### src/rtl/alu_pkg.sv
package alu_pkg;

   typedef enum logic [3:0] {
      OP_ADD  = 4'd0,
      OP_SUB  = 4'd1,
      OP_RSUB = 4'd2,
      OP_CMP  = 4'd3,
      OP_SADD = 4'd4,
      OP_SSUB = 4'd5,
      OP_AND  = 4'd6,
      OP_OR   = 4'd7,
      OP_XOR  = 4'd8,
      OP_NOT  = 4'd9,
      OP_SHL  = 4'd10,
      OP_SHR  = 4'd11,
      OP_SAR  = 4'd12
   } alu_op_e;

   typedef enum logic [2:0] {
      CLS_NONE  = 3'd0,
      CLS_ARITH = 3'd1,
      CLS_SAT   = 3'd2,
      CLS_LOGIC = 3'd3,
      CLS_SHIFT = 3'd4
   } alu_cls_e;

   typedef enum logic [1:0] {
      SK_LEFT  = 2'd0,
      SK_RIGHT = 2'd1,
      SK_ARITH = 2'd2
   } shift_kind_e;

   typedef struct packed {
      logic sat;
      logic cy;
      logic ov;
      logic s;
      logic z;
   } alu_flags_t;

   localparam int FLAG_BITS = $bits(alu_flags_t);

   function automatic alu_cls_e op_class(input logic [3:0] op);
      case (op)
         OP_ADD, OP_SUB, OP_RSUB, OP_CMP: op_class = CLS_ARITH;
         OP_SADD, OP_SSUB:                op_class = CLS_SAT;
         OP_AND, OP_OR, OP_XOR, OP_NOT:   op_class = CLS_LOGIC;
         OP_SHL, OP_SHR, OP_SAR:          op_class = CLS_SHIFT;
         default:                         op_class = CLS_NONE;
      endcase
   endfunction

endpackage

### src/rtl/alu_addsub.sv
module alu_addsub #(
   parameter int WIDTH       = 32,
   parameter bit SAT_SUPPORT = 1'b1
) (
   input  logic [WIDTH-1:0] a,
   input  logic [WIDTH-1:0] b,
   input  logic             do_sub,
   input  logic             swap,
   input  logic             sat_en,
   output logic [WIDTH-1:0] res,
   output logic             cy,
   output logic             ov,
   output logic             sat_hit
);

   localparam int MSB = WIDTH - 1;
   localparam logic [WIDTH-1:0] POS_LIMIT = {1'b0, {(WIDTH-1){1'b1}}};
   localparam logic [WIDTH-1:0] NEG_LIMIT = {1'b1, {(WIDTH-1){1'b0}}};

   logic [WIDTH-1:0] lhs, rhs, raw;
   logic [WIDTH:0]   wide;
   logic             sign_l, sign_r, sign_o;

   // operand order: reverse subtract swaps the minuend
   assign lhs = swap ? b : a;
   assign rhs = swap ? a : b;

   always_comb begin
      if (do_sub) wide = {1'b0, lhs} - {1'b0, rhs};
      else        wide = {1'b0, lhs} + {1'b0, rhs};
   end

   assign raw    = wide[WIDTH-1:0];
   assign cy     = wide[WIDTH];
   assign sign_l = lhs[MSB];
   assign sign_r = rhs[MSB];
   assign sign_o = raw[MSB];

   always_comb begin
      if (do_sub) ov = (sign_l != sign_r) && (sign_o != sign_l);
      else        ov = (sign_l == sign_r) && (sign_o != sign_l);
   end

   generate
      if (SAT_SUPPORT) begin : g_sat
         assign sat_hit = sat_en && ov;
         // a wrapped negative value means the true result ran past the top
         assign res     = sat_hit ? (sign_o ? POS_LIMIT : NEG_LIMIT) : raw;
      end else begin : g_nosat
         logic unused_sat;
         assign unused_sat = sat_en;
         assign sat_hit    = 1'b0;
         assign res        = raw;
      end
   endgenerate

endmodule

### src/rtl/alu_logic.sv
module alu_logic #(
   parameter int WIDTH = 32
) (
   input  logic [WIDTH-1:0] a,
   input  logic [WIDTH-1:0] b,
   input  logic [1:0]       fn,
   output logic [WIDTH-1:0] res
);

   always_comb begin
      case (fn)
         2'd0:    res = a & b;
         2'd1:    res = a | b;
         2'd2:    res = a ^ b;
         default: res = ~a;
      endcase
   end

endmodule

### src/rtl/alu_shift.sv
module alu_shift
   import alu_pkg::*;
#(
   parameter int WIDTH = 32,
   parameter int SHW   = $clog2(WIDTH)
) (
   input  logic [WIDTH-1:0] a,
   input  logic [SHW-1:0]   amt,
   input  shift_kind_e      kind,
   output logic [WIDTH-1:0] res,
   output logic             cy
);

   logic [WIDTH-1:0] a_rev, out_fwd, out_rev;
   logic             fill;
   logic [WIDTH:0]   stg [SHW+1];

   // reverse the word so that a left shift runs through the right shifter
   generate
      for (genvar i = 0; i < WIDTH; i++) begin : g_rev
         assign a_rev[i]   = a[WIDTH-1-i];
         assign out_rev[i] = out_fwd[WIDTH-1-i];
      end
   endgenerate

   assign fill   = (kind == SK_ARITH) && a[WIDTH-1];
   // a guard bit below the word catches the last bit shifted out
   assign stg[0] = {(kind == SK_LEFT) ? a_rev : a, 1'b0};

   generate
      for (genvar k = 0; k < SHW; k++) begin : g_stage
         localparam int STEP = 1 << k;
         assign stg[k+1] = amt[k] ? {{STEP{fill}}, stg[k][WIDTH:STEP]} : stg[k];
      end
   endgenerate

   assign out_fwd = stg[SHW][WIDTH:1];
   assign cy      = stg[SHW][0];
   assign res     = (kind == SK_LEFT) ? out_rev : out_fwd;

endmodule

### src/rtl/alu_status.sv
module alu_status
   import alu_pkg::*;
#(
   parameter int WIDTH = 32
) (
   input  logic             clk,
   input  logic             rst_n,
   input  logic             upd,
   input  alu_cls_e         cls,
   input  logic [WIDTH-1:0] res,
   input  logic             cy_in,
   input  logic             ov_in,
   input  logic             sat_in,
   output alu_flags_t       nxt,
   output alu_flags_t       cur
);

   logic res_zero, res_sign;

   assign res_zero = (res == '0);
   assign res_sign = res[WIDTH-1];

   always_comb begin
      nxt = cur;
      if (upd) begin
         case (cls)
            CLS_ARITH, CLS_SAT: begin
               nxt.z   = res_zero;
               nxt.s   = res_sign;
               nxt.cy  = cy_in;
               nxt.ov  = ov_in;
               nxt.sat = cur.sat | sat_in;
            end
            CLS_LOGIC: begin
               nxt.z  = res_zero;
               nxt.s  = res_sign;
               nxt.ov = 1'b0;
            end
            CLS_SHIFT: begin
               nxt.z  = res_zero;
               nxt.s  = res_sign;
               nxt.ov = 1'b0;
               nxt.cy = cy_in;
            end
            default: nxt = cur;
         endcase
      end
   end

   always_ff @(posedge clk or negedge rst_n) begin
      if (!rst_n)   cur <= '0;
      else if (upd) cur <= nxt;
   end


   r5_sat_sticky_chk: assert property (@(posedge clk) disable iff (!rst_n)
      cur.sat |=> cur.sat);


   r6_logic_keeps_carry_chk: assert property (@(posedge clk) disable iff (!rst_n)
      (upd && cls == CLS_LOGIC) |=> (cur.cy == $past(cur.cy)) && !cur.ov);


   r9_zero_tracks_result_chk: assert property (@(posedge clk) disable iff (!rst_n)
      (upd && cls != CLS_NONE) |=> (cur.z == ($past(res) == '0)));


   r10_idle_holds_status_chk: assert property (@(posedge clk) disable iff (!rst_n)
      (!upd || cls == CLS_NONE) |=> $stable(cur));

endmodule

### src/rtl/flagged_alu.sv
module flagged_alu
   import alu_pkg::*;
#(
   parameter int WIDTH       = 32,
   parameter bit SAT_SUPPORT = 1'b1
) (
   input  logic                 clk,
   input  logic                 rst_n,
   input  logic                 exec_en,
   input  logic [3:0]           op_sel,
   input  logic [WIDTH-1:0]     opnd_a,
   input  logic [WIDTH-1:0]     opnd_b,
   output logic [WIDTH-1:0]     result,
   output logic                 res_wr,
   output logic [FLAG_BITS-1:0] flg_next,
   output logic [FLAG_BITS-1:0] stat_q
);

   localparam int SHW = $clog2(WIDTH);

   generate
      if (WIDTH < 8 || (WIDTH & (WIDTH - 1)) != 0) begin : g_bad_width
         $error("flagged_alu: WIDTH must be a power of two of at least 8");
      end
   endgenerate

   alu_op_e          op;
   alu_cls_e         cls;
   shift_kind_e      skind;
   logic [WIDTH-1:0] as_res, lg_res, sh_res;
   logic             as_cy, as_ov, as_sat, sh_cy;
   logic             is_sub, is_swap, is_sat;
   logic             cy_sel;
   alu_flags_t       nxt_s, cur_s;

   assign op      = alu_op_e'(op_sel);
   assign cls     = op_class(op_sel);
   assign is_sub  = (op == OP_SUB) || (op == OP_RSUB) || (op == OP_CMP) || (op == OP_SSUB);
   assign is_swap = (op == OP_RSUB);
   assign is_sat  = (cls == CLS_SAT);

   always_comb begin
      case (op)
         OP_SHR:  skind = SK_RIGHT;
         OP_SAR:  skind = SK_ARITH;
         default: skind = SK_LEFT;
      endcase
   end

   alu_addsub #(.WIDTH(WIDTH), .SAT_SUPPORT(SAT_SUPPORT)) u_addsub (
      .a       (opnd_a),
      .b       (opnd_b),
      .do_sub  (is_sub),
      .swap    (is_swap),
      .sat_en  (is_sat),
      .res     (as_res),
      .cy      (as_cy),
      .ov      (as_ov),
      .sat_hit (as_sat)
   );

   alu_logic #(.WIDTH(WIDTH)) u_logic (
      .a   (opnd_a),
      .b   (opnd_b),
      .fn  (op_sel[1:0] - 2'd2),
      .res (lg_res)
   );

   alu_shift #(.WIDTH(WIDTH), .SHW(SHW)) u_shift (
      .a    (opnd_a),
      .amt  (opnd_b[SHW-1:0]),
      .kind (skind),
      .res  (sh_res),
      .cy   (sh_cy)
   );

   always_comb begin
      case (cls)
         CLS_ARITH, CLS_SAT: result = as_res;
         CLS_LOGIC:          result = lg_res;
         CLS_SHIFT:          result = sh_res;
         default:            result = '0;
      endcase
   end

   assign cy_sel = (cls == CLS_SHIFT) ? sh_cy : as_cy;

   alu_status #(.WIDTH(WIDTH)) u_status (
      .clk    (clk),
      .rst_n  (rst_n),
      .upd    (exec_en),
      .cls    (cls),
      .res    (result),
      .cy_in  (cy_sel),
      .ov_in  (as_ov),
      .sat_in (as_sat),
      .nxt    (nxt_s),
      .cur    (cur_s)
   );

   assign res_wr   = exec_en && (cls != CLS_NONE) && (op != OP_CMP);
   assign flg_next = nxt_s;
   assign stat_q   = cur_s;


   r4_sat_clamp_chk: assert property (@(posedge clk) disable iff (!rst_n)
      (exec_en && is_sat && nxt_s.ov) |->
         (result == {1'b0, {(WIDTH-1){1'b1}}} || result == {1'b1, {(WIDTH-1){1'b0}}}));


   r8_shift_zero_chk: assert property (@(posedge clk) disable iff (!rst_n)
      (exec_en && cls == CLS_SHIFT && opnd_b[SHW-1:0] == '0) |->
         (result == opnd_a && !nxt_s.cy));


   r11_status_loads_chk: assert property (@(posedge clk) disable iff (!rst_n)
      exec_en |=> (stat_q == $past(flg_next)));

endmodule

### config.mk
export PLATFORM = sky130hd
export DESIGN_NAME = flagged_alu
export DESIGN_NICKNAME = d
export VERILOG_FILES = /design/src/rtl/alu_pkg.sv /design/src/rtl/alu_addsub.sv /design/src/rtl/alu_logic.sv /design/src/rtl/alu_shift.sv /design/src/rtl/alu_status.sv /design/src/rtl/flagged_alu.sv
export SDC_FILE = /design/constraint.sdc
export NUM_CORES = 1
export LEC_CHECK = 0
export ABC_AREA = 1
export ABC_CLOCK_PERIOD_IN_PS = 7800
export BUFFER_PORTS_ARGS = -buffer_cell sky130_fd_sc_hd__buf_4
export CAP_MARGIN = 20
export CORE_UTILIZATION = 35
export CTS_BUF_LIST = sky130_fd_sc_hd__clkbuf_16
export DETAILED_ROUTE_END_ITERATION = 8
export HOLD_SLACK_MARGIN = 0.02
export PLACE_DENSITY = 0.49
export SLEW_MARGIN = 20
export SYNTH_ARGS = -nofsm -noshare
export SYNTH_HDL_FRONTEND = slang
export SYNTH_HIERARCHICAL = 1
export SYNTH_SLANG_ARGS = --single-unit
export TNS_END_PERCENT = 50
### constraint.sdc
create_clock -name clk -period 7.8 [get_ports clk]
set_clock_uncertainty 0.1 [all_clocks]
set_input_delay 0.39 -clock clk [delete_from_list [all_inputs] [get_ports clk]]
set_output_delay 0.39 -clock clk [all_outputs]
set_load 0.1 [all_outputs]
# Word-level counts from Yosys, hierarchy flattened
# Memories as Yosys holds them, arrays and structs flattened.
# Index checks and enable logic that the tools add are counted.
dict set report op_classes {
  addsub 3
  eq_ne 17
  muxes 21
  n_bitwise 5
  reduce_logical 16
}
# op n
set op_table {}
lappend op_table {{$mux 33} 6}
lappend op_table {{$mux 32} 6}
lappend op_table {{$pmux 32 s3} 2}
lappend op_table {{$add 32x32->33} 1}
lappend op_table {{$sub 32x32->33} 1}
lappend op_table {{$and 32x32->32} 1}
lappend op_table {{$logic_not 32->1} 1}
lappend op_table {{$not 32->32} 1}
lappend op_table {{$or 32x32->32} 1}
lappend op_table {{$xor 32x32->32} 1}
lappend op_table {{$eq 4x2->1 const B} 2}
lappend op_table {{$eq 4x4->1 const B} 2}
lappend op_table {{$eq 3x2->1 const B} 2}
lappend op_table {{$logic_and 1x1->1} 6}
lappend op_table {{$pmux 3 s2} 1}
lappend op_table {{$mux 5} 1}
lappend op_table {{$eq 2x2->1 const B} 2}
lappend op_table {{$eq 4x1->1 const B} 1}
lappend op_table {{$eq 4x3->1 const B} 1}
lappend op_table {{$logic_not 2->1} 2}
lappend op_table {{$mux 1} 4}
lappend op_table {{$ne 4x2->1 const B} 1}
lappend op_table {{$pmux 2 s2} 1}
lappend op_table {{$reduce_or 2->1} 2}
lappend op_table {{other kinds (10)} 13}
dict set report totals {
  ff_bits 5
  romBits 48
  inputBits 71
  word_cells 68
  memories 1
}
# memory words word_bits read_ports rd_clocked_by_memory_dff wr line
set mem_list {}
lappend mem_list {{(name not given)} 16 3 1 0 0 alu_pkg.sv:44} ;# case (op)

# Longest topological paths before layout
# Gate-level depths: netlist of the first run.
dict set report logic_depth {
  word_depth 14
  ltp_mapped 41
  ltp_nobuf 37
}

# Modules after synthesis
# Netlist of the first run, hierarchy kept.
# mod instances cells_each area_per_inst_um2 seq_area_each_um2
set by_module_without_submodules {}
lappend by_module_without_submodules {alu_addsub 1 827 4257.8 0.0}
lappend by_module_without_submodules {alu_shift 1 632 2965.3 0.0}
lappend by_module_without_submodules {alu_logic 1 343 2059.5 0.0}
lappend by_module_without_submodules {flagged_alu 1 169 818.3 0.0}
lappend by_module_without_submodules {alu_status 1 70 395.4 125.1}

# Worst setup path before layout of the first run
# OpenSTA, ideal clock, no wires.
dict set report synth_timing {
  kind {input port to output port}
  from {input op_sel[2]}
  to {output flg_next[0]}
  arrival_ps 6139
  required_time_ps 7310
  setup_slack_ps 1171
  path_stages 37
  path_buffers 4
  cell_sequence {buf_2 > or2_2 > nor3_1 > buf_6 > buf_6 > mux2i_2 > ha_1 > inv_1 > nor2_1 > inv_1 > nor2_1 > nand3_1 > xor2_1 > nand2_1 > o21ai_0 > ha_1 > nand2_1 > nor2_1 > and2_1 > and3_1 > nand2_1 > nand2_1 > nand2_1 > nand3_2 > nand3_4 > buf_4 > nand2_1 > nand2_1 > nand2_1 > nand3_1 > nor2_1 > nand2_1 > nor2_1 > nand2_1 > nor2_1 > nand2_1 > nand2_1}
}
dict set report synth_via {
  elab_chain_cells 14
  word_cells_on_any_way 45
}
# element line
set synth_lines {}
lappend synth_lines {{from (decl)} flagged_alu.sv:10} ;# input logic [3:0] op_sel,
lappend synth_lines {{$eq 4x2->1 *} flagged_alu.sv:39} ;# assign is_swap = (op == OP_RSUB);
lappend synth_lines {{net is_swap} flagged_alu.sv:32} ;# logic is_sub, is_swap, is_sat;
lappend synth_lines {{parallel branches: the longest is 8 deep, another holds $add 32x32->33} n/a}
lappend synth_lines {{$mux 32 *} alu_addsub.sv:48} ;# assign res = sat_hit ? (sign_o ? POS_LIMIT : NEG_LIMIT) : raw;
lappend synth_lines {{net as_res[18]} flagged_alu.sv:30} ;# logic [WIDTH-1:0] as_res, lg_res, sh_res;
lappend synth_lines {{$pmux 32 s3 *} flagged_alu.sv:78} ;# case (cls)
lappend synth_lines {{net result[18]} flagged_alu.sv:13} ;# output logic [WIDTH-1:0] result,
lappend synth_lines {{$logic_not 32->1 *} alu_status.sv:20} ;# assign res_zero = (res == '0);
lappend synth_lines {{$pmux 3 s2 *} alu_status.sv:26} ;# case (cls)
lappend synth_lines {{$mux 5 *} alu_status.sv:25} ;# if (upd) begin
lappend synth_lines {{to (decl)} flagged_alu.sv:15} ;# output logic [FLAG_BITS-1:0] flg_next,
# Mark *: on every way through the listed nets, which the timed path passes.

# Worst setup path after layout of the first run
dict set report layout_timing {
  from {input op_sel[2]}
  to {output flg_next[0]}
}
dict set report layout_via {
  elab_chain_cells 14
  word_cells_on_any_way 45
}
# element line
set layout_lines {}
lappend layout_lines {{$eq 4x2->1 *} flagged_alu.sv:39}
lappend layout_lines {{net is_swap} flagged_alu.sv:32}
lappend layout_lines {{parallel branches: the longest is 8 deep, another holds $add 32x32->33} n/a}
lappend layout_lines {{$mux 32 *} alu_addsub.sv:48}
lappend layout_lines {{net as_res[16]} flagged_alu.sv:30}
lappend layout_lines {{$pmux 32 s3 *} flagged_alu.sv:78}
lappend layout_lines {{$logic_not 32->1 *} alu_status.sv:20}
lappend layout_lines {{$pmux 3 s2 *} alu_status.sv:26}
lappend layout_lines {{$mux 5 *} alu_status.sv:25}
# Marked as above.

==> flow_summary.ini, run 1 <==
[place]
dp_hpwl_mm = 38.2
port-buffer-count = 113
globalplace.congestion = 0.986

[synthesis]
synthFlopType = sky130_fd_sc_hd__dfrtp_1
syn-instance-count = 2041
synthArstFlopShare_pct = 100
synth_nets = 2210
seq_total_area_yosys_pct = 1.19
synth.most_common_cell = sky130_fd_sc_hd__nand2_1
syn-cell-area_sq_um = 10500
ys_warn_count = 6
synth_largest_type_area_fraction_pct = 25.8
synth_top_area_cell = sky130_fd_sc_hd__nand2_1
post_synth.cell_area_avg_sq_um = 5.14
yosys-top-cells-area = sky130_fd_sc_hd__nand2_1 (26%), sky130_fd_sc_hd__nand3_1 (21%), sky130_fd_sc_hd__ha_1 (12%), sky130_fd_sc_hd__inv_1 (8.2%), sky130_fd_sc_hd__xor2_1 (3.3%)
post_synth_most_frequent_cells = sky130_fd_sc_hd__nand2_1 (721), sky130_fd_sc_hd__nand3_1 (432), sky130_fd_sc_hd__inv_1 (228)
post_synth_num_cell_types = 46
synth-edff-count = 0
ys_ff_latch = 5

[timing]
setup_viol = 0
relSlewSlack_pct = 27.8
finalHoldViolations = 0
final.setup.tns_ps = 0
report.final.slew_viol_count = 0
layout_worst_path_cycle_share_pct = 87.8
max_slew.worst_pin.slew_ps = 1080
fin_hold_ws_ps = 385
minimum_clock_period_ps = 6850
max_freq_ghz = 0.146
rsz0062_at_grt = false

[finish]
largest_register = u_status/cur
area_delta_synth_final_pct = 8.88
share_of_layout_cells_above_drive_strength_1_pct = 11.7
finish.net_count = 2238
antenna_cells_inserted = 0
layout_top_registers = u_status/cur (5)
layout.filler_cells = 3451
max_reg_flops = 5

[power_and_ir_drop]
powerDensity_nw_per_um2 = 147
p_leak_nw = 6.37
max_ir_drop_vdd_v = 0.0000648
total_power_mw = 1.69

[clocking]
worst_skew_pair.late_latency_ps = 220
clock_tree.root_cell = sky130_fd_sc_hd__clkbuf_16
cts-buffers-inserted = 3
cts_htree_levels = 1
cts.path.max_buffers = 2
clkSinkCount = 5
cts_tree = built
path_clk_slew_ps = 30
post-cts-setup-buffer-count = 0

[critical_path]
critPathMaxStageDelay_ps = 510
cp-start-kind = primary input
cp-end-kind = output port
critPathKind = in -> out
critical_path_required_ps = 7310
critical_path.most_common_cell = sky130_fd_sc_hd__nand2_1
slowest_stage = sky130_fd_sc_hd__nand4_2
path_max_fanout = 39
critical_path_data_arrival_time_ps = 6360

[global_route]
globalRouteMet2Util_pct = 50.7
initial_antenna_violation_count = 0
pin_count_of_the_biggest_net_entering_global_routing = 65
grt_pass1_wl_mm = 72.4
grt_util_overall_pct = 30.4
overflow = 0
first_global_vias = 12000
grt_util_met1_pct = 43.3
busiest_layer = met2
grt_util_met3_pct = 1.81

[run]
timing.max_cap.violations = 0

[floorplanning]
floorplan.die.width_um = 175
initial_utilization_pct = 35.5
design.core.area_sq_um = 29600
die_height_um = 175
rows = 63
boundaryPins = 114
die_area_sq_um = 30700

[drt]
number_of_iterations_in_the_first_detailed_routing_pass = 5
remaining_drc_errors = 0
via_count = 13500
drt_first_iter_violations = 1637
routed_wl_mm = 48.0
vias_per_cell = 5.47
detail-route-antenna-nets = 0
routedWlPerCell_um = 19.5

[hold_path]
hold_path_class = in -> reg

[outcome]
run_status = finished, final reports clean
## stage by stage
stage,instances,cell area (sq um),setup WS [ps],utilization [%]
2_1_floorplan,2041,10500,1170,-
3_3_place_gp,2453,11300,1100,38.4
3_5_place_dp,2453,11300,1100,38.4
4_1_cts,2458,11400,1080,38.7
5_1_grt,2458,11400,415,38.7
6_report,2458,11400,952,38.7
## kinds of logic after synthesis
group	count (synthesis)	synth area share, %
AOI/OAI and AO/OA	158	8.89
xor gates and xnor gates	50	4.17
adders and majority gates	98	11.8
buffers and inverters	353	14.7
DFF	5	1.19
muxes	1	0.131
and+or+nand+nor	1376	59.2
## per-layer routing
metal  wire (um)  share of wire, %
met1       22000                46
met2       21900                46
met3        3160               6.6
met4         881               1.8
met5           0                 0
## power breakdown
group / internal [mW] / total, mW / leakage (nW) / switching [mW]
registers: 0.0332 / 0.0378 / 0.0633 / 0.00468
logic: 0.392 / 1.56 / 6.27 / 1.17
clock network: 0.0663 / 0.0826 / 0.0423 / 0.0163
total: 0.492 / 1.69 / 6.37 / 1.19
## path summary, 6_finish.rpt
check,start,to,slack (ps),cells after the start
worst min-delay path,exec_en,u_status/cur[2],390,3
worst max-delay path,op_sel[2],flg_next[0],950,35
worst min register to register,u_status/cur[0],u_status/cur[0],400,2
max in group asynchronous,rst_n,u_status/cur[4],7080,2
min in group asynchronous,rst_n,u_status/cur[0],410,2
worst max register to register,u_status/cur[3],u_status/cur[3],7000,4
## worst max-delay path: cells and delay by family
kind | cells | cell delay (ps)
AO/OA/AOI/OAI | 4 | 820
AND/OR/NAND/NOR | 24 | 3410
XOR/XNOR | 1 | 180
adder cells (fa/ha/maj) | 1 | 330
buffers and inverters | 5 | 1210
## cell usage in the layout, fill, tap and decap left out, drive strengths merged, types with 2 or more instances in the layout
| cell type | n |
|---|---|
| a21o | 6 |
| a21oi | 45 |
| a31oi | 2 |
| and2 | 2 |
| buf | 127 |
| clkbuf | 3 |
| clkinv | 2 |
| dfrtp | 5 |
| ha | 97 |
| inv | 247 |
| nand2 | 740 |
| nand3 | 463 |
| nand4 | 44 |
| nor2 | 106 |
| nor3 | 16 |
| o211ai | 2 |
| o21a | 8 |
| o21ai | 88 |
| o21bai | 6 |
| or2 | 2 |
| xnor2 | 10 |
| xor2 | 40 |
## repair_timing
action | 4_1_cts | 5_1_grt
hold buffers | 1 | 0
endpoints found under the hold margin | 5 | 0
gates resized for setup | 0 | 0
## layout make-up
class,instances,area [sq um],share of cell area [%]
Multi-Input combinational cell,1683,8840,77.4
Timing Repair Buffer,128,963,8.43
Inverter,248,931,8.15
Tap cell,390,488,4.27
Sequential cell,5,125,1.09
Clock buffer,3,75.1,0.657
Clock inverter,1,3.75,0.0328
Power figures use the tool's default switching activity.
==> inputs of run 2 (changes only) <==
--- a/config.mk
+++ b/config.mk
@@ -5,7 +5,6 @@
 export SDC_FILE = /design/constraint.sdc
 export NUM_CORES = 1
 export LEC_CHECK = 0
-export ABC_AREA = 1
 export ABC_CLOCK_PERIOD_IN_PS = 7800
 export BUFFER_PORTS_ARGS = -buffer_cell sky130_fd_sc_hd__buf_4
 export CAP_MARGIN = 20
@@ -14,6 +13,7 @@
 export DETAILED_ROUTE_END_ITERATION = 8
 export HOLD_SLACK_MARGIN = 0.02
 export PLACE_DENSITY = 0.49
+export SETUP_SLACK_MARGIN = 0.5
 export SLEW_MARGIN = 20
 export SYNTH_ARGS = -nofsm -noshare
 export SYNTH_HDL_FRONTEND = slang
==> run 2 against run 1 <==
  * Cell area up 0.15%
  * Register-to-register slack worse by 430 ps
  * Non-clock buffer count up 12
  * Sequential share of layout area is essentially flat
  * Global-route usage is 3.6 points lower
  * Utilization is 1.2 points higher
==> flow_summary.ini, run 2 <==
[finish]
finish.net_count = 1541
post-route-util_pct = 39.9
stdcell_area_sq_um = 11400
layout_top_registers = u_status/cur (5)
layout.cells.most_common = sky130_fd_sc_hd__inv_1
max_reg_flops = 5
stdcell_count = 1756
final_cell_mix = sky130_fd_sc_hd__inv_1 (146), sky130_fd_sc_hd__buf_4 (135), sky130_fd_sc_hd__ha_1 (96)
area_delta_synth_final_pct = 12.1
share_of_layout_cells_above_drive_strength_1_pct = 20.9
largest_register = u_status/cur

[drt]
vias_per_cell = 6.20
detail-route-antenna-nets = 0
routedWlPerCell_um = 23.6
drt_first_iter_violations = 913
remaining_drc_errors = 0
number_of_iterations_in_the_first_detailed_routing_pass = 7
routed_wl_mm = 41.4
via_count = 10900

[timing]
report.final.slew_viol_count = 0
relSlewSlack_pct = 36.5
rsz0062_at_grt = true
minimum_clock_period_ps = 6980
finalHoldViolations = 0
fin_hold_ws_ps = 407
final.setup.tns_ps = 0
layout_worst_path_cycle_share_pct = 89.5
final_critical_path_setup_slack_ps = 819
max_freq_ghz = 0.143
max_slew.worst_pin.slew_ps = 950
setup_viol = 0

[synthesis]
synthFlopType = sky130_fd_sc_hd__dfrtp_1
synth_top_area_cell = sky130_fd_sc_hd__mux4_2
ys_warn_count = 6
synth-edff-count = 0
ys_ff_latch = 5
post_synth_most_frequent_cells = sky130_fd_sc_hd__inv_1 (146), sky130_fd_sc_hd__ha_1 (97), sky130_fd_sc_hd__a21oi_1 (90)
synth_nets = 1496
synth.most_common_cell = sky130_fd_sc_hd__inv_1
seq_total_area_yosys_pct = 1.23
post_synth.cell_area_avg_sq_um = 7.69
yosys-top-cells-area = sky130_fd_sc_hd__mux4_2 (12%), sky130_fd_sc_hd__ha_1 (12%), sky130_fd_sc_hd__inv_1 (5.4%), sky130_fd_sc_hd__mux2i_1 (4.7%), sky130_fd_sc_hd__a21oi_1 (4.4%)
syn-instance-count = 1327
synthArstFlopShare_pct = 100
post_synth_num_cell_types = 85
syn-cell-area_sq_um = 10200
synth_largest_type_area_fraction_pct = 12.1

[power_and_ir_drop]
seqPwrFrac_pct = 2.5
powerDensity_nw_per_um2 = 151
p_comb_share_pct = 92.7
total_power_mw = 1.73
p_leak_nw = 4.86
swShare_pct = 65.9
p_clk_share_pct = 4.8
power.internal_uw = 590
switchingPower_mw = 1.14
max_ir_drop_vdd_v = 0.0000856

[critical_path]
critical_path_required_ps = 7310
worstSetupEndpoint = flg_next[0]
critPathKind = in -> out
cp-end-kind = output port
critical_path.startpoint = op_sel[2]
critPathMaxStageDelay_ps = 400
path_max_fanout = 6
timing.rr.start = u_status/cur[2]
ff2ff_path_depth = 2
critical_path_data_arrival_time_ps = 6490
slowest_stage = sky130_fd_sc_hd__ha_1
crit-reg2reg-capture = u_status/cur[2]
worst-r2r-setup-slack_ps = 6570
cp-start-kind = primary input

[floorplanning]
die_height_um = 173
floorplan.die.width_um = 173
boundaryPins = 114
initial_utilization_pct = 35.6
die_area_sq_um = 29900
rows = 62
design.core.area_sq_um = 28700

[global_route]
pin_count_of_the_biggest_net_entering_global_routing = 79
initial_antenna_violation_count = 0
overflow = 0
grt_util_overall_pct = 26.8
grt_pass1_wl_mm = 62.3
first_global_vias = 10100

[clocking]
path_clk_slew_ps = 30
clock_tree.root_cell = sky130_fd_sc_hd__clkbuf_16
cts.path.max_buffers = 2
clkSinkCount = 5
cts_htree_levels = 1
cts_tree = built
worst_skew_pair.late_latency_ps = 220
cts-buffers-inserted = 3

[run]
timing.max_cap.violations = 0

[place]
port-buffer-count = 113
minimum_setup_slack_after_placement_ps = 258
dpl_cell_area_sq_um = 11200
globalplace.congestion = 0.962
dp_hpwl_mm = 31.9
place.detailed.instances = 1743

[hold_path]
hold_path_class = in -> async

[outcome]
run_status = finished, final reports clean
==> run 2: worst min-delay path by stage <==
stage,end,slack [ps],cells after the start
2_1_floorplan,u_status/cur[0],-6,0
3_3_place_gp,u_status/cur[1],100,1
3_5_place_dp,u_status/cur[1],100,1
4_1_cts,u_status/cur[1],400,2
5_1_grt,u_status/cur[1],420,2
6_report,u_status/cur[1],410,2
==> run 2: worst max-delay path: cells and delay by family <==
| kind | cells | cell delay (ps) |
|---|---|---|
| buf+inv | 3 | 520 |
| fa+ha+maj | 2 | 660 |
| xor+xnor | 2 | 340 |
| mux | 2 | 610 |
| simple gates | 9 | 2030 |
| compound gates | 11 | 1910 |
==> run 2: cell families after synthesis <==
group           Yosys count  synth area share (%)
compound gates          437                  28.4
xor+xnor                 63                  5.48
fa+ha+maj                98                  12.1
buf+inv                 250                  11.1
flops                     5                  1.23
mux                     156                  25.0
simple gates            318                  16.8
==> run 2: power by group through the flow <==
stage | Clock, mW | Combinational, mW | Sequential (mW)
2_1_floorplan | 0 | 1.11 | 0.0991
3_3_place_gp | 0 | 1.57 | 0.0424
6_report | 0.0832 | 1.60 | 0.0427
3_5_place_dp | 0 | 1.57 | 0.0425
5_1_grt | 0.0864 | 1.69 | 0.0440
4_1_cts | 0.0847 | 1.57 | 0.0426
==> run 2: cell type report <==
type	count	area, sq um
Multi-Input combinational cell	1074	9120
Antenna cell	1	2.50
Clock buffer	3	75.1
Clock inverter	1	3.75
Sequential cell	5	125
Tap cell	384	480
Inverter	148	556
Timing Repair Buffer	140	1090
Fill cell	3045	17300
==> run 2: layer usage <==
layer / GRT usage, % / vias to the layer above / part of all wire, % / wire, um
met3: 3.10 / 60 / 6.5 / 2690
li1: - / 5101 / - / -
met5: 0 / - / 0 / 0
met1: 39.0 / 5337 / 46 / 19200
met2: 41.2 / 382 / 44 / 18100
met4: 8.22 / 0 / 3.4 / 1420
==> run 2: repair_timing <==
item | 4_1_cts | 5_1_grt
gates cloned | 0 | 2
setup buffers | 1 | 4
hold buffers | 1 | 0
hold endpoints to repair | 5 | 0
endpoints found under the setup margin | 1 | 2
pin swaps | 1 | 3
gates resized for setup | 1 | 14
==> inputs of run 3 (changes only) <==
--- a/config.mk
+++ b/config.mk
@@ -5,14 +5,14 @@
 export SDC_FILE = /design/constraint.sdc
 export NUM_CORES = 1
 export LEC_CHECK = 0
-export ABC_CLOCK_PERIOD_IN_PS = 7800
+export ABC_CLOCK_PERIOD_IN_PS = 8200
 export BUFFER_PORTS_ARGS = -buffer_cell sky130_fd_sc_hd__buf_4
 export CAP_MARGIN = 20
-export CORE_UTILIZATION = 35
+export CORE_UTILIZATION = 48
 export CTS_BUF_LIST = sky130_fd_sc_hd__clkbuf_16
 export DETAILED_ROUTE_END_ITERATION = 8
 export HOLD_SLACK_MARGIN = 0.02
-export PLACE_DENSITY = 0.49
+export PLACE_DENSITY = 0.64
 export SETUP_SLACK_MARGIN = 0.5
 export SLEW_MARGIN = 20
 export SYNTH_ARGS = -nofsm -noshare
==> constraint.sdc (replaced) <==
create_clock -name clk -period 8.2 [get_ports clk]
set_clock_uncertainty 0.1 [all_clocks]
set_input_delay 0.41 -clock clk [delete_from_list [all_inputs] [get_ports clk]]
set_output_delay 0.41 -clock clk [all_outputs]
set_load 0.1 [all_outputs]
==> run 3 against run 2 <==
  * Clock power shrank 3.1%
  * Critical path type unchanged
  * Sequential share of layout area is essentially flat
  * First-iteration DRC count grew 41%
  * Die area shrank 27%
  * Highest routed layer unchanged
  * Critical endpoint unchanged
  * Wire length shrank 9.6%
==> flow_summary.ini, run 3 (synthesis results as in run 2) <==
[drt]
routedWlPerCell_um = 23.0
via_count = 11000
top_layer = met4
m1WireLength_mm = 16.7
vias_per_cell = 6.74
met2_length_mm = 16.0
routed_wl_mm = 37.4
remaining_drc_errors = 0
drt_first_iter_violations = 1286
detail-route-antenna-nets = 0
met3_wirelength_mm = 3.66
number_of_iterations_in_the_first_detailed_routing_pass = 5

[clocking]
cts-buffers-inserted = 3
worst_skew_pair.late_latency_ps = 230
cts_htree_levels = 1
cts.path.max_buffers = 2
path_clk_slew_ps = 30
clkSinkCount = 5
cts_tree = built
clock_tree.root_cell = sky130_fd_sc_hd__clkbuf_16

[timing]
relSlewSlack_pct = 32.4
rsz0062_at_grt = true
finalHoldViolations = 0
layout_worst_path_cycle_share_pct = 88.7
minimum_clock_period_ps = 7270
max_slew.worst_pin.slew_ps = 1010
report.final.slew_viol_count = 0
setup_viol = 0
final_critical_path_setup_slack_ps = 929
fin_hold_ws_ps = 423
max_freq_ghz = 0.138

[global_route]
overflow = 0
grt_pass1_wl_mm = 57.3
first_global_vias = 9734
grt_util_overall_pct = 33.5
pin_count_of_the_biggest_net_entering_global_routing = 76
initial_antenna_violation_count = 0

[critical_path]
critical_path_required_ps = 7690
timing.rr.start = u_status/cur[2]
critPathKind = in -> out
ff2ff_path_depth = 2
slowest_stage = sky130_fd_sc_hd__and3_4
critical_path_data_arrival_time_ps = 6760
cp-end-kind = output port
path_max_fanout = 29
critical_path.startpoint = op_sel[2]
cp-start-kind = primary input
worstSetupEndpoint = flg_next[0]
crit-reg2reg-capture = u_status/cur[2]
worst-r2r-setup-slack_ps = 6980
critPathMaxStageDelay_ps = 450

[floorplanning]
boundaryPins = 114
floorplan.die.width_um = 148
rows = 52
initial_utilization_pct = 49.7
die_height_um = 148
die_area_sq_um = 21900
design.core.area_sq_um = 20600

[power_and_ir_drop]
max_ir_drop_vdd_v = 0.000111
powerDensity_nw_per_um2 = 146
p_leak_nw = 4.76

[run]
timing.max_cap.violations = 0

[finish]
max_reg_flops = 5
final_cell_mix = sky130_fd_sc_hd__inv_1 (146), sky130_fd_sc_hd__buf_4 (127), sky130_fd_sc_hd__ha_1 (96)
layout.cells.most_common = sky130_fd_sc_hd__inv_1
antenna_cells_inserted = 0
area_delta_synth_final_pct = 9.03
finish.net_count = 1529
layout_top_registers = u_status/cur (5)
largest_register = u_status/cur
share_of_layout_cells_above_drive_strength_1_pct = 19.6

[place]
globalplace.congestion = 0.994
minimum_setup_slack_after_placement_ps = 664
dp_hpwl_mm = 29.1
port-buffer-count = 113

[hold_path]
hold_path_class = reg -> reg
hold_path_origin = u_status/cur[4]

[outcome]
run_status = finished, final reports clean
[run 3: final cells by class]
| type | count | area, sq um |
|---|---|---|
| multi-input combinational | 1072 | 9030 |
| inverter | 148 | 556 |
| tap | 270 | 338 |
| clock inverter | 1 | 3.75 |
| fill | 2054 | 9430 |
| clock buffer | 3 | 75.1 |
| timing repair buffer | 130 | 1000 |
| sequential | 5 | 125 |
[run 3: worst max-delay path: cells and delay by family]
| family | cells | cell delay (ps) |
|---|---|---|
| xor+xnor | 2 | 340 |
| buf+inv | 4 | 680 |
| compound gates | 9 | 1670 |
| simple gates | 11 | 2640 |
| fa+ha+maj | 1 | 360 |
| mux | 2 | 610 |
[run 3: how the worst min path moves through the flow]
stage                 endpoint  depth (start not counted)
2_1_floorplan  u_status/cur[0]                          0
3_3_place_gp   u_status/cur[2]                          1
3_5_place_dp   u_status/cur[4]                          1
4_1_cts        u_status/cur[4]                          1
5_1_grt        u_status/cur[4]                          2
6_report       u_status/cur[4]                          1
[run 3: what timing repair did]
| item | in CTS | in global routing |
|---|---|---|
| hold endpoints to repair | 5 | 0 |
| setup buffers | 0 | 2 |
| hold buffers | 1 | 0 |
| gates resized for setup | 0 | 2 |
| endpoints found under the setup margin | 0 | 2 |
[run 3: per-layer routing]
layer  vias to the layer above  global-route usage, %
li1                       5071                      -
met1                      5278                   49.5
met2                       587                   51.0
met3                        43                   4.23
met4                         0                   8.76
met5                         -                      0
[run 3: through the flow]
stage               power, mW  area [sq um]  cells  util [%]  setup TNS (ps)
floorplan                1.15         10300   1327         -           -65.7
global placement         1.51         11000   1622      53.5               0
detailed placement       1.51         11000   1622      53.5               0
CTS                      1.60         11100   1627      54.0               0
global route             1.71         11100   1629      54.2               0
finish                   1.63         11100   1629      54.2               0
[run 3: report_power, final]
part / internal (mW) / switching, mW / total (mW)
Clock: 0.0633 / 0.0173 / 0.0806
Sequential: 0.0324 / 0.00731 / 0.0397
Combinational: 0.458 / 1.05 / 1.51
Total: 0.554 / 1.08 / 1.63
